### src/rtl/sst_pkg.sv
package sst_pkg;
  typedef enum logic [2:0] {
    ST_IDLE = 3'd0,  // waiting for host load
    ST_HDR  = 3'd1,  // collecting select bits and write/read flag
    ST_ARM  = 3'd2,  // target chosen, waiting for serial clock low
    ST_FWD  = 3'd3,  // forwarding bits to the chosen target
    ST_DROP = 3'd4   // discarding until host load ends
  } sst_state_e;
endpackage

### src/rtl/sst_sync.sv
module sst_sync #(
  parameter int unsigned W      = 3,
  parameter int unsigned STAGES = 2
) (
  input  logic         clk,
  input  logic         rst_n,
  input  logic [W-1:0] d_i,
  output logic [W-1:0] q_o
);
  logic [STAGES-1:0][W-1:0] pipe_q;

  always_ff @(posedge clk or negedge rst_n) begin
    if (!rst_n) begin
      pipe_q <= '0;
    end else begin
      pipe_q[0] <= d_i;
      for (int s = 1; s < STAGES; s++) begin
        pipe_q[s] <= pipe_q[s-1];
      end
    end
  end

  assign q_o = pipe_q[STAGES-1];
endmodule

### src/rtl/sst_fsm.sv
module sst_fsm
  import sst_pkg::*;
#(
  parameter int unsigned SEL_W    = 3,
  parameter int unsigned NUM_TGT  = 3,
  parameter int unsigned FE_TGTS  = 2,
  parameter int unsigned TEST_IDX = 3
) (
  input  logic               clk,
  input  logic               rst_n,
  input  logic               busy_i,
  input  logic               s_load_i,
  input  logic               s_data_i,
  input  logic               s_sclk_i,
  output logic [NUM_TGT-1:0] fwd_load_o,
  output logic               fwd_data_o,
  output logic               fwd_sclk_o
);
  localparam int unsigned HC_W  = $clog2(SEL_W + 1);
  localparam int unsigned FC_W  = $clog2(TEST_IDX + 2);
  localparam logic [FC_W-1:0] FC_TOP = FC_W'(TEST_IDX + 1);

  sst_state_e       state_q, state_d;
  logic [SEL_W-1:0] hdr_q, hdr_d;
  logic [SEL_W-1:0] sel_q, sel_d;
  logic [HC_W-1:0]  hcnt_q, hcnt_d;
  logic [FC_W-1:0]  fcnt_q, fcnt_d;
  logic             sclk_q;
  logic             rise;
  logic             fwd_on;

  assign rise = s_sclk_i & ~sclk_q;

  always_comb begin
    state_d = state_q;
    hdr_d   = hdr_q;
    sel_d   = sel_q;
    hcnt_d  = hcnt_q;
    fcnt_d  = fcnt_q;
    unique case (state_q)
      ST_IDLE: begin
        if (s_load_i) begin
          state_d = ST_HDR;
          hdr_d   = '0;
          hcnt_d  = '0;
        end
      end
      ST_HDR: begin
        if (!s_load_i) begin
          state_d = ST_IDLE;
        end else if (rise) begin
          if (hcnt_q == HC_W'(SEL_W)) begin
            if (!s_data_i && (hdr_q < SEL_W'(NUM_TGT))) begin
              state_d = ST_ARM;
              sel_d   = hdr_q;
            end else begin
              state_d = ST_DROP;
            end
          end else begin
            hdr_d  = {hdr_q[SEL_W-2:0], s_data_i};
            hcnt_d = hcnt_q + 1'b1;
          end
        end
      end
      ST_ARM: begin
        if (!s_load_i) begin
          state_d = ST_IDLE;
        end else if (!s_sclk_i) begin
          state_d = ST_FWD;
          fcnt_d  = '0;
        end
      end
      ST_FWD: begin
        if (!s_load_i) begin
          state_d = ST_IDLE;
        end else if (rise) begin
          if ((sel_q < SEL_W'(FE_TGTS)) && (fcnt_q == FC_W'(TEST_IDX)) && s_data_i) begin
            state_d = ST_DROP;
          end else if (fcnt_q != FC_TOP) begin
            fcnt_d = fcnt_q + 1'b1;
          end
        end
      end
      ST_DROP: begin
        if (!s_load_i) state_d = ST_IDLE;
      end
      default: state_d = ST_IDLE;
    endcase
    if (busy_i) state_d = ST_DROP;
  end

  always_ff @(posedge clk or negedge rst_n) begin
    if (!rst_n) begin
      state_q <= ST_IDLE;
      hdr_q   <= '0;
      sel_q   <= '0;
      hcnt_q  <= '0;
      fcnt_q  <= '0;
      sclk_q  <= 1'b0;
    end else begin
      state_q <= state_d;
      hdr_q   <= hdr_d;
      sel_q   <= sel_d;
      hcnt_q  <= hcnt_d;
      fcnt_q  <= fcnt_d;
      sclk_q  <= s_sclk_i;
    end
  end

  assign fwd_on = (state_d == ST_ARM) || (state_d == ST_FWD);

  for (genvar i = 0; i < NUM_TGT; i++) begin : g_load
    assign fwd_load_o[i] = fwd_on && (sel_d == SEL_W'(i));
  end

  assign fwd_sclk_o = (state_d == ST_FWD) & s_sclk_i;
  assign fwd_data_o = (state_d == ST_FWD) & s_data_i;
endmodule

### src/rtl/sst_outreg.sv
module sst_outreg #(
  parameter int unsigned NUM_TGT = 3
) (
  input  logic               clk,
  input  logic               rst_n,
  input  logic               busy_i,
  input  logic [NUM_TGT-1:0] ld_load_i,
  input  logic               ld_data_i,
  input  logic               ld_sclk_i,
  input  logic [NUM_TGT-1:0] h_load_i,
  input  logic               h_data_i,
  input  logic               h_sclk_i,
  output logic [NUM_TGT-1:0] load_o,
  output logic               data_o,
  output logic               sclk_o
);
  logic [NUM_TGT-1:0] load_d;
  logic               data_d, sclk_d;

  always_comb begin
    if (busy_i) begin
      load_d = ld_load_i;
      data_d = ld_data_i;
      sclk_d = ld_sclk_i;
    end else begin
      load_d = h_load_i;
      data_d = h_data_i;
      sclk_d = h_sclk_i;
    end
  end

  always_ff @(posedge clk or negedge rst_n) begin
    if (!rst_n) begin
      load_o <= '0;
      data_o <= 1'b0;
      sclk_o <= 1'b0;
    end else begin
      load_o <= load_d;
      data_o <= data_d;
      sclk_o <= sclk_d;
    end
  end
endmodule

### src/rtl/sst_router.sv
module sst_router #(
  parameter int unsigned SEL_W       = 3,
  parameter int unsigned NUM_TGT     = 3,
  parameter int unsigned FE_TGTS     = 2,
  parameter int unsigned TEST_IDX    = 3,
  parameter int unsigned SYNC_STAGES = 2
) (
  input  logic               clk,
  input  logic               rst_n,
  input  logic               host_load_i,
  input  logic               host_data_i,
  input  logic               host_sclk_i,
  input  logic               loader_busy_i,
  input  logic [NUM_TGT-1:0] loader_load_i,
  input  logic               loader_data_i,
  input  logic               loader_sclk_i,
  output logic [NUM_TGT-1:0] tgt_load_o,
  output logic               tgt_data_o,
  output logic               tgt_sclk_o
);
  logic [1:0]         rst_pipe_q;
  logic               rst_sync_n;
  logic [2:0]         host_s;
  logic [NUM_TGT-1:0] h_load;
  logic               h_data, h_sclk;

  // asynchronous assertion, synchronous release
  always_ff @(posedge clk or negedge rst_n) begin
    if (!rst_n) rst_pipe_q <= 2'b00;
    else        rst_pipe_q <= {rst_pipe_q[0], 1'b1};
  end
  assign rst_sync_n = rst_pipe_q[1];

  sst_sync #(.W(3), .STAGES(SYNC_STAGES)) u_sync (
    .clk   (clk),
    .rst_n (rst_sync_n),
    .d_i   ({host_load_i, host_data_i, host_sclk_i}),
    .q_o   (host_s)
  );

  sst_fsm #(
    .SEL_W(SEL_W), .NUM_TGT(NUM_TGT), .FE_TGTS(FE_TGTS), .TEST_IDX(TEST_IDX)
  ) u_fsm (
    .clk        (clk),
    .rst_n      (rst_sync_n),
    .busy_i     (loader_busy_i),
    .s_load_i   (host_s[2]),
    .s_data_i   (host_s[1]),
    .s_sclk_i   (host_s[0]),
    .fwd_load_o (h_load),
    .fwd_data_o (h_data),
    .fwd_sclk_o (h_sclk)
  );

  sst_outreg #(.NUM_TGT(NUM_TGT)) u_out (
    .clk       (clk),
    .rst_n     (rst_sync_n),
    .busy_i    (loader_busy_i),
    .ld_load_i (loader_load_i),
    .ld_data_i (loader_data_i),
    .ld_sclk_i (loader_sclk_i),
    .h_load_i  (h_load),
    .h_data_i  (h_data),
    .h_sclk_i  (h_sclk),
    .load_o    (tgt_load_o),
    .data_o    (tgt_data_o),
    .sclk_o    (tgt_sclk_o)
  );
endmodule

### config.mk
export PLATFORM = sky130hd
export DESIGN_NAME = sst_router
export DESIGN_NICKNAME = d
export VERILOG_FILES = /design/src/rtl/sst_pkg.sv /design/src/rtl/sst_sync.sv /design/src/rtl/sst_fsm.sv /design/src/rtl/sst_outreg.sv /design/src/rtl/sst_router.sv
export SDC_FILE = /design/constraint.sdc
export NUM_CORES = 1
export LEC_CHECK = 0
export BUFFER_PORTS_ARGS = -buffer_cell sky130_fd_sc_hd__buf_2
export CORE_MARGIN = 2
export CORE_UTILIZATION = 59
export CTS_BUF_LIST = sky130_fd_sc_hd__clkbuf_16
export DETAILED_ROUTE_END_ITERATION = 8
export PLACE_DENSITY = 0.87
export SYNTH_ARGS = -nofsm -noshare
export SYNTH_HDL_FRONTEND = slang
export SYNTH_SLANG_ARGS = --single-unit
### constraint.sdc
create_clock -name clk -period 2.1 [get_ports clk]
set_clock_uncertainty 0.15 [all_clocks]
set_input_delay 0.42 -clock clk [delete_from_list [all_inputs] [get_ports clk]]
set_output_delay 0.42 -clock clk [all_outputs]
set_load 0.02 [all_outputs]
# Word level (Yosys, flattened, before mapping)
# Index checks and enable logic that the tools add are counted.
dict set report totals {
  ramBits 0
  memories 0
  in_bits 11
  romBits 0
  word_cells 93
  output_inout_bits 5
  latchBits 0
  register_bits 28
}
dict set report op_classes {
  reduce_logical 14
  n_bitwise 4
  n_lt_le_gt_ge 2
  n_div 0
  muxes 38
  shift 0
  n_mul 0
  n_eq_ne 21
  addsub 2
}
# operator n
set ops {}
lappend ops {{two-way mux 3 bit} 28}
lappend ops {{equality test 3 x 2 -> 1 bit, second input constant} 6}
lappend ops {{case mux 3 bit (5 select lines)} 1}
lappend ops {{inequality test 2 bit, second input constant} 7}
lappend ops {{case mux 3 bit (2 select lines)} 2}
lappend ops {{two-way mux 2 bit} 4}
lappend ops {{AND reduction 7 bit} 1}
lappend ops {{equality test 3 x 1 -> 1 bit, second input constant} 2}
lappend ops {{logical AND 1 bit} 6}
lappend ops {{logical NOT 3 bit} 2}
lappend ops {{less-than comparator 3 x 2 -> 1 bit, second input constant} 2}
lappend ops {{inequality test 2 x 1 -> 1 bit, second input constant} 3}
lappend ops {{AND reduction 5 bit} 1}
lappend ops {{case mux 2 bit (2 select lines)} 1}
lappend ops {{nonzero test 2 bit} 2}
lappend ops {{adder 3 x 1 -> 3 bit, second input constant} 1}
lappend ops {{AND 1 bit} 3}
lappend ops {{equality test 3 bit, second input constant} 1}
lappend ops {{inequality test 3 bit, second input constant} 1}
lappend ops {{adder 2 x 1 -> 2 bit, second input constant} 1}
lappend ops {{equality test 2 bit, second input constant} 1}
lappend ops {{two-way mux 1 bit} 2}
lappend ops {{logical NOT 1 bit} 1}
lappend ops {{logical OR 1 bit} 1}
lappend ops {{inverter 1 bit} 1}

# Longest topological paths before layout
dict set report logic_depth {
  ltp_word 12
  depth_mapped 7
  depth_no_buf 6
}

# Modules after synthesis
# From an unflattened synthesis, not the netlist that was laid out.
dict set report unflattened {
  hier_cells 122
  area_unflattened_um2 1363.8
}
# mod area_per_inst_um2 instances seq_area_each_um2 cells_each
set by_module_without_submodules {}
lappend by_module_without_submodules {sst_fsm 955.9 1 375.4 100}
lappend by_module_without_submodules {sst_outreg 181.4 1 125.1 10}
lappend by_module_without_submodules {sst_sync 172.7 1 150.1 9}
lappend by_module_without_submodules {sst_router 53.8 1 50.0 3}

# Least setup slack after synthesis
# No wires, ideal clock.
dict set report synth_timing {
  path_type {register to register}
  startpoint {register u_fsm.fcnt_q[0]}
  endpoint {register u_out.load_o[0]}
  period_less_slack_ps 2128
  required_time_ps 1855
  t_arrival_ps 1882
  setup_time_ps 95
  setup_slack_ps -28
  stages_incl_launch_ff 8
  path_buffers 1
  path_cell_list {dfrtp_1 ha_1 ha_1 and4bb_4 and3_1 or4_1 buf_2 o31ai_1}
}
dict set report synth_between {
  elab_chain_len 12
  word_cells_on_any_way 13
  classes_between {eq/ne (3); mux (6); reduce/logical (4)}
}
# element line_no
set synth_lines {}
lappend synth_lines {{start: declaration} sst_fsm.sv:27} ;# logic [FC_W-1:0] fcnt_q, fcnt_d;
lappend synth_lines {{start signal: assignment} sst_fsm.sv:105} ;# fcnt_q <= fcnt_d;
lappend synth_lines {{equality test 3 x 2 -> 1 bit (*)} sst_fsm.sv:77} ;# if ((sel_q < SEL_W'(FE_TGTS)) && (fcnt_q == FC_W'(TEST_IDX)) && s_data_i) begin
lappend synth_lines {{logical AND 1 bit (*) (2 in series)} sst_fsm.sv:77}
lappend synth_lines {{two-way mux 3 bit (*)} sst_fsm.sv:77}
lappend synth_lines {{two-way mux 3 bit (*)} sst_fsm.sv:76} ;# end else if (rise) begin
lappend synth_lines {{two-way mux 3 bit (*)} sst_fsm.sv:74} ;# if (!s_load_i) begin
lappend synth_lines {{case mux 3 bit (5 select lines) (*)} sst_fsm.sv:40} ;# unique case (state_q)
lappend synth_lines {{two-way mux 3 bit (*)} sst_fsm.sv:89} ;# if (busy_i) state_d = ST_DROP;
lappend synth_lines {{equality test 3 x 2 -> 1 bit} sst_fsm.sv:110} ;# assign fwd_on = (state_d == ST_ARM) || (state_d == ST_FWD);
lappend synth_lines {{logical OR 1 bit (*)} sst_fsm.sv:110}
lappend synth_lines {{logical AND 1 bit (*)} sst_fsm.sv:113} ;# assign fwd_load_o[i] = fwd_on && (sel_d == SEL_W'(i));
lappend synth_lines {{two-way mux 3 bit (*)} sst_outreg.sv:21} ;# if (busy_i) begin
lappend synth_lines {{via u_out.load_d[0]} sst_outreg.sv:17} ;# logic [NUM_TGT-1:0] load_d;
lappend synth_lines {{end signal: assignment} sst_outreg.sv:38} ;# load_o <= load_d;
lappend synth_lines {{end: declaration} sst_outreg.sv:13} ;# output logic [NUM_TGT-1:0] load_o,
# Mark *: on every way through the listed nets, which the timed path passes. The rest lies on a longest branch.
# A chain may end at the register's enable or synchronous reset.

# Final worst setup path
dict set report layout_timing {
  startpoint {register u_fsm.fcnt_q[0]}
  endpoint {register u_fsm.fcnt_q[1]}
}
dict set report layout_between {
  elab_chain_len 6
  word_cells_on_any_way 13
  classes_between {add/sub (1); eq/ne (4); mux (5); reduce/logical (3)}
}
# element line_no
set layout_lines {}
lappend layout_lines {{adder 3 x 1 -> 3 bit} sst_fsm.sv:80} ;# fcnt_d = fcnt_q + 1'b1;
lappend layout_lines {{two-way mux 3 bit} sst_fsm.sv:79} ;# end else if (fcnt_q != FC_TOP) begin
lappend layout_lines {{two-way mux 3 bit} sst_fsm.sv:77}
lappend layout_lines {{two-way mux 3 bit} sst_fsm.sv:76}
lappend layout_lines {{two-way mux 3 bit} sst_fsm.sv:74}
lappend layout_lines {{case mux 3 bit (2 select lines)} sst_fsm.sv:40}
# Several ways; a longest one is shown, not always the timed one. The select of a mux whose other input is x is not followed.

==> impl_metrics.xml <==
<?xml version="1.0" encoding="UTF-8"?>
<metrics>
  <group name="flow_run">
    <metric name="cap_viol_max_count" unit="">0</metric>
  </group>
  <group name="timing">
    <metric name="report.final.setup_viol" unit="">0</metric>
    <metric name="final_min_period_over_clock_period" unit="%">98.4</metric>
    <metric name="timing.setup.tns" unit="ns">0</metric>
    <metric name="fmax" unit="MHz">484</metric>
    <metric name="post-route-min-period" unit="ns">2.07</metric>
    <metric name="slew_violations" unit="">0</metric>
    <metric name="hold_viol" unit="">0</metric>
  </group>
  <group name="logic_synthesis">
    <metric name="yosys-top-cells-count" unit="">dfrtp_1, nand2_1, inv_1, mux2i_1, o21ai_0</metric>
    <metric name="mappedNetlistArea" unit="sq mm">0.00123</metric>
    <metric name="synth.yosys.seq_area_share" unit="%">57.1</metric>
    <metric name="synth_nets" unit="">124</metric>
    <metric name="synth-main-ff-cell" unit="">dfrtp_1</metric>
    <metric name="yosysUniqueCellTypes" unit="">31</metric>
    <metric name="ys_async_sr_fraction" unit="%">100</metric>
    <metric name="synth.ff_latch_count" unit="">28</metric>
    <metric name="syn_avg_cell_area" unit="sq um">11.3</metric>
    <metric name="synth_largest_area_cell" unit="">dfrtp_1</metric>
    <metric name="synthesis.yosys.warnings" unit="">0</metric>
    <metric name="ys_top_cells_by_area" unit="">dfrtp_1, mux2i_1, nand2_1</metric>
    <metric name="synth_edf_count" unit="">0</metric>
    <metric name="yosys.area.top_type_share" unit="%">57.1</metric>
    <metric name="syn-instance-count" unit="">109</metric>
    <metric name="leading_cell_type_by_number_of_instances_after_synthesis" unit="">dfrtp_1</metric>
  </group>
  <group name="power">
    <metric name="leakage" unit="nW">0.736</metric>
    <metric name="p_clk_share" unit="%">40.1</metric>
    <metric name="internal_power" unit="uW">835</metric>
    <metric name="worst_ir_drop_vdd" unit="uV">650</metric>
    <metric name="seqPwrFrac" unit="%">53.7</metric>
    <metric name="p_total" unit="mW">1.05</metric>
    <metric name="net_sw_power" unit="uW">219</metric>
    <metric name="sw_frac_of_total" unit="%">20.8</metric>
    <metric name="powerDensity" unit="mW/mm^2">706</metric>
    <metric name="comb_power_share" unit="%">6.1</metric>
  </group>
  <group name="die">
    <metric name="die_height" unit="microns">49.6</metric>
    <metric name="start_util" unit="%">62.6</metric>
    <metric name="placement_rows" unit="">16</metric>
    <metric name="dieWidth" unit="microns">49.6</metric>
    <metric name="die-area" unit="sq mm">0.00246</metric>
    <metric name="top_level_ports" unit="">16</metric>
    <metric name="fp.coreArea" unit="sq mm">0.00196</metric>
  </group>
  <group name="clock_network">
    <metric name="cts_root_buf" unit="">clkbuf_16</metric>
    <metric name="tritoncts" unit="">built</metric>
    <metric name="clock_tree.htree_level_count" unit="">1</metric>
    <metric name="clock_sinks" unit="">28</metric>
    <metric name="tritoncts.num_buffers" unit="">3</metric>
    <metric name="clockBufferDepth" unit="">2</metric>
    <metric name="clock_latency_on_the_worst_skew_pair" unit="ns">0.26</metric>
    <metric name="path_clk_slew" unit="ns">0.06</metric>
  </group>
  <group name="place">
    <metric name="place_congestion" unit="">0.814</metric>
    <metric name="post_dp_area" unit="sq mm">0.00134</metric>
    <metric name="dp.final_hpwl" unit="mm">1.63</metric>
    <metric name="io_buffers" unit="">15</metric>
  </group>
  <group name="route">
    <metric name="routed_via_density" unit="">5.64</metric>
    <metric name="via_count" unit="">880</metric>
    <metric name="drt-pass1-iter-count" unit="">4</metric>
    <metric name="dr.first_iter.drc_count" unit="">12</metric>
    <metric name="antenna_left" unit="">0</metric>
    <metric name="post_drt_wl_per_cell" unit="microns">15.3</metric>
    <metric name="route.detailed.drc" unit="">0</metric>
    <metric name="detail_route.wirelength" unit="mm">2.38</metric>
  </group>
  <group name="finish">
    <metric name="final_net_count" unit="">146</metric>
    <metric name="insertedDiodeCount" unit="">0</metric>
    <metric name="area_delta_synth_final" unit="%">21.6</metric>
    <metric name="layout.cell_area.non_filler" unit="sq mm">0.00149</metric>
    <metric name="post_route_cells_drive_above_1_share" unit="%">27.9</metric>
  </group>
  <group name="critical_path">
    <metric name="cpPeakStageDelay" unit="ns">0.39</metric>
    <metric name="critPathSlowestCell" unit="">dfrtp_1</metric>
    <metric name="worst_setup_path_start_kind" unit="">flip-flop</metric>
    <metric name="setup.worst_path.end_class" unit="">flip-flop</metric>
    <metric name="worst-endpoint-arrival" unit="ns">2.10</metric>
    <metric name="crit_top_cell" unit="">ha_2</metric>
    <metric name="crit_type" unit="">reg -&gt; reg</metric>
    <metric name="crit_fanout" unit="">3</metric>
    <metric name="worstPathRequired" unit="ns">2.13</metric>
    <metric name="cp_cell_sequence" unit="">ha_2 -&gt; ha_2 -&gt; and4bb_4 -&gt; o32a_4 -&gt; nor3b_4 -&gt; mux2i_1</metric>
  </group>
  <group name="grt">
    <metric name="first_global_vias" unit="">913</metric>
    <metric name="grtUsageTotal" unit="%">22.1</metric>
    <metric name="grt_max_degree" unit="">27</metric>
    <metric name="overflow" unit="">0</metric>
    <metric name="antenna_violations_before_repair" unit="">0</metric>
    <metric name="global_route_wire_length_before_repair" unit="mm">4.06</metric>
  </group>
  <group name="min_path">
    <metric name="min-delay-path-class" unit="">reg -&gt; async</metric>
  </group>
  <group name="run_status">
    <metric name="status" unit="">completed</metric>
  </group>
</metrics>
==> placed cells by master (no fill, tap or decap), types with 2 or more instances in the layout <==
| master | n |
|---|---|
| inv_1 | 10 |
| dfrtp_1 | 28 |
| mux2i_1 | 7 |
| nand2b_1 | 3 |
| nor3b_1 | 2 |
| o31ai_2 | 3 |
| buf_4 | 4 |
| and2_1 | 2 |
| o21ai_0 | 6 |
| buf_2 | 15 |
| nor2_1 | 3 |
| clkbuf_16 | 3 |
| ha_1 | 2 |
| nand2_1 | 18 |
| ha_2 | 2 |
==> worst max-delay path: cells and delay by family, from the launching register on <==
kind	cells	cell delay (ns)
muxes	1	0.24
and+or+nand+nor	2	0.50
adders and majority gates	2	0.35
AOI/OAI and AO/OA	1	0.36
DFF	1	0.39
==> power by group through the flow <==
stage	combinational, mW	clock, mW	sequential, mW
6_report	0.0647	0.423	0.566
5_1_grt	0.0721	0.453	0.568
4_1_cts	0.0610	0.425	0.566
3_5_place_dp	0.0564	0	0.576
3_3_place_gp	0.0545	0	0.574
2_1_floorplan	0.0215	0	0.587
==> worst paths after layout <==
path / from / end / slack [ns] / cells past startpoint
worst max register to register: u_fsm.fcnt_q[0]$_DFFE_PN0P_ / u_fsm.fcnt_q[1]$_DFFE_PN0P_ / 0.03 / 6
worst max-delay path: u_fsm.fcnt_q[0]$_DFFE_PN0P_ / u_fsm.fcnt_q[1]$_DFFE_PN0P_ / 0.03 / 6
worst min-delay path: rst_pipe_q[1]$_DFF_PN0_ / u_sync.pipe_q[0]$_DFF_PN0_ / 0.08 / 1
worst min register to register: rst_pipe_q[1]$_DFF_PN0_ / u_sync.pipe_q[0]$_DFF_PN0_ / 0.08 / 1
max in group asynchronous: rst_n / rst_pipe_q[0]$_DFF_PN0_ / 1.40 / 2
min in group clk: host_load_i / u_sync.pipe_q[2]$_DFF_PN0_ / 0.11 / 1
==> kinds of logic (layout without fill, tap and decap cells) <==
group / count (synthesis) / in the layout / share of synthesized area (%)
AOI/OAI and AO/OA: 19 / 19 / 10.6
adders and majority gates: 4 / 4 / 4.08
buffers and inverters: 13 / 33 / 4.99
DFF: 28 / 28 / 57.1
muxes: 7 / 7 / 5.71
other: 1 / 1 / 0.306
and+or+nand+nor: 37 / 37 / 17.2
==> through the flow <==
| step | cells | hold slack (ns) | worst slack (ns) | utilization (%) |
|---|---|---|---|---|
| after floorplan | 109 | -0.0256 | -0.0165 | - |
| after detailed placement | 152 | 0.0583 | -0.180 | 68.4 |
| final | 156 | 0.0792 | 0.0342 | 76.1 |
| after CTS | 156 | 0.0881 | -0.00835 | 74.0 |
| after global placement | 152 | 0.0549 | -0.0430 | 68.4 |
| after global routing | 156 | 0.108 | -0.00145 | 76.1 |
==> flip-flops by register name, indices dropped and copies added, names as in the netlist <==
| register | cells |
|---|---|
| u_sync.q_o | 3 |
| u_out.sclk_o | 1 |
| u_fsm.hcnt_q | 2 |
| u_out.data_o | 1 |
| u_fsm.sclk_q | 1 |
| u_fsm.sel_q | 3 |
| u_sync.pipe_q | 3 |
| u_fsm.hdr_q | 3 |
| u_fsm.fcnt_q | 3 |
| u_fsm.state_q | 3 |
| u_out.load_o | 3 |
| rst_pipe_q | 2 |
==> repair_timing <==
action	CTS	global route
resized for setup	4	9
buffers inserted	0	0
setup endpoints to repair	8	8
pin swaps	3	1
hold buffers	1	0
gates cloned	0	0
hold endpoints to repair	2	0
==> final cells by class <==
type                            instances  area (sq um)
Clock buffer                            3          75.1
Fill cell                             133           469
Inverter                               10          37.5
Multi-Input combinational cell         68           531
Sequential cell                        28           701
Tap cell                               27          33.8
Timing Repair Buffer                   20           115
==> routing by layer <==
metal,global-route usage [%],part of all wire [%]
met1,27.5,40
met2,37.3,53
met3,3.33,5.0
met4,11.1,2.4
met5,0,0
No activity file was read; power rests on OpenSTA's default activity.
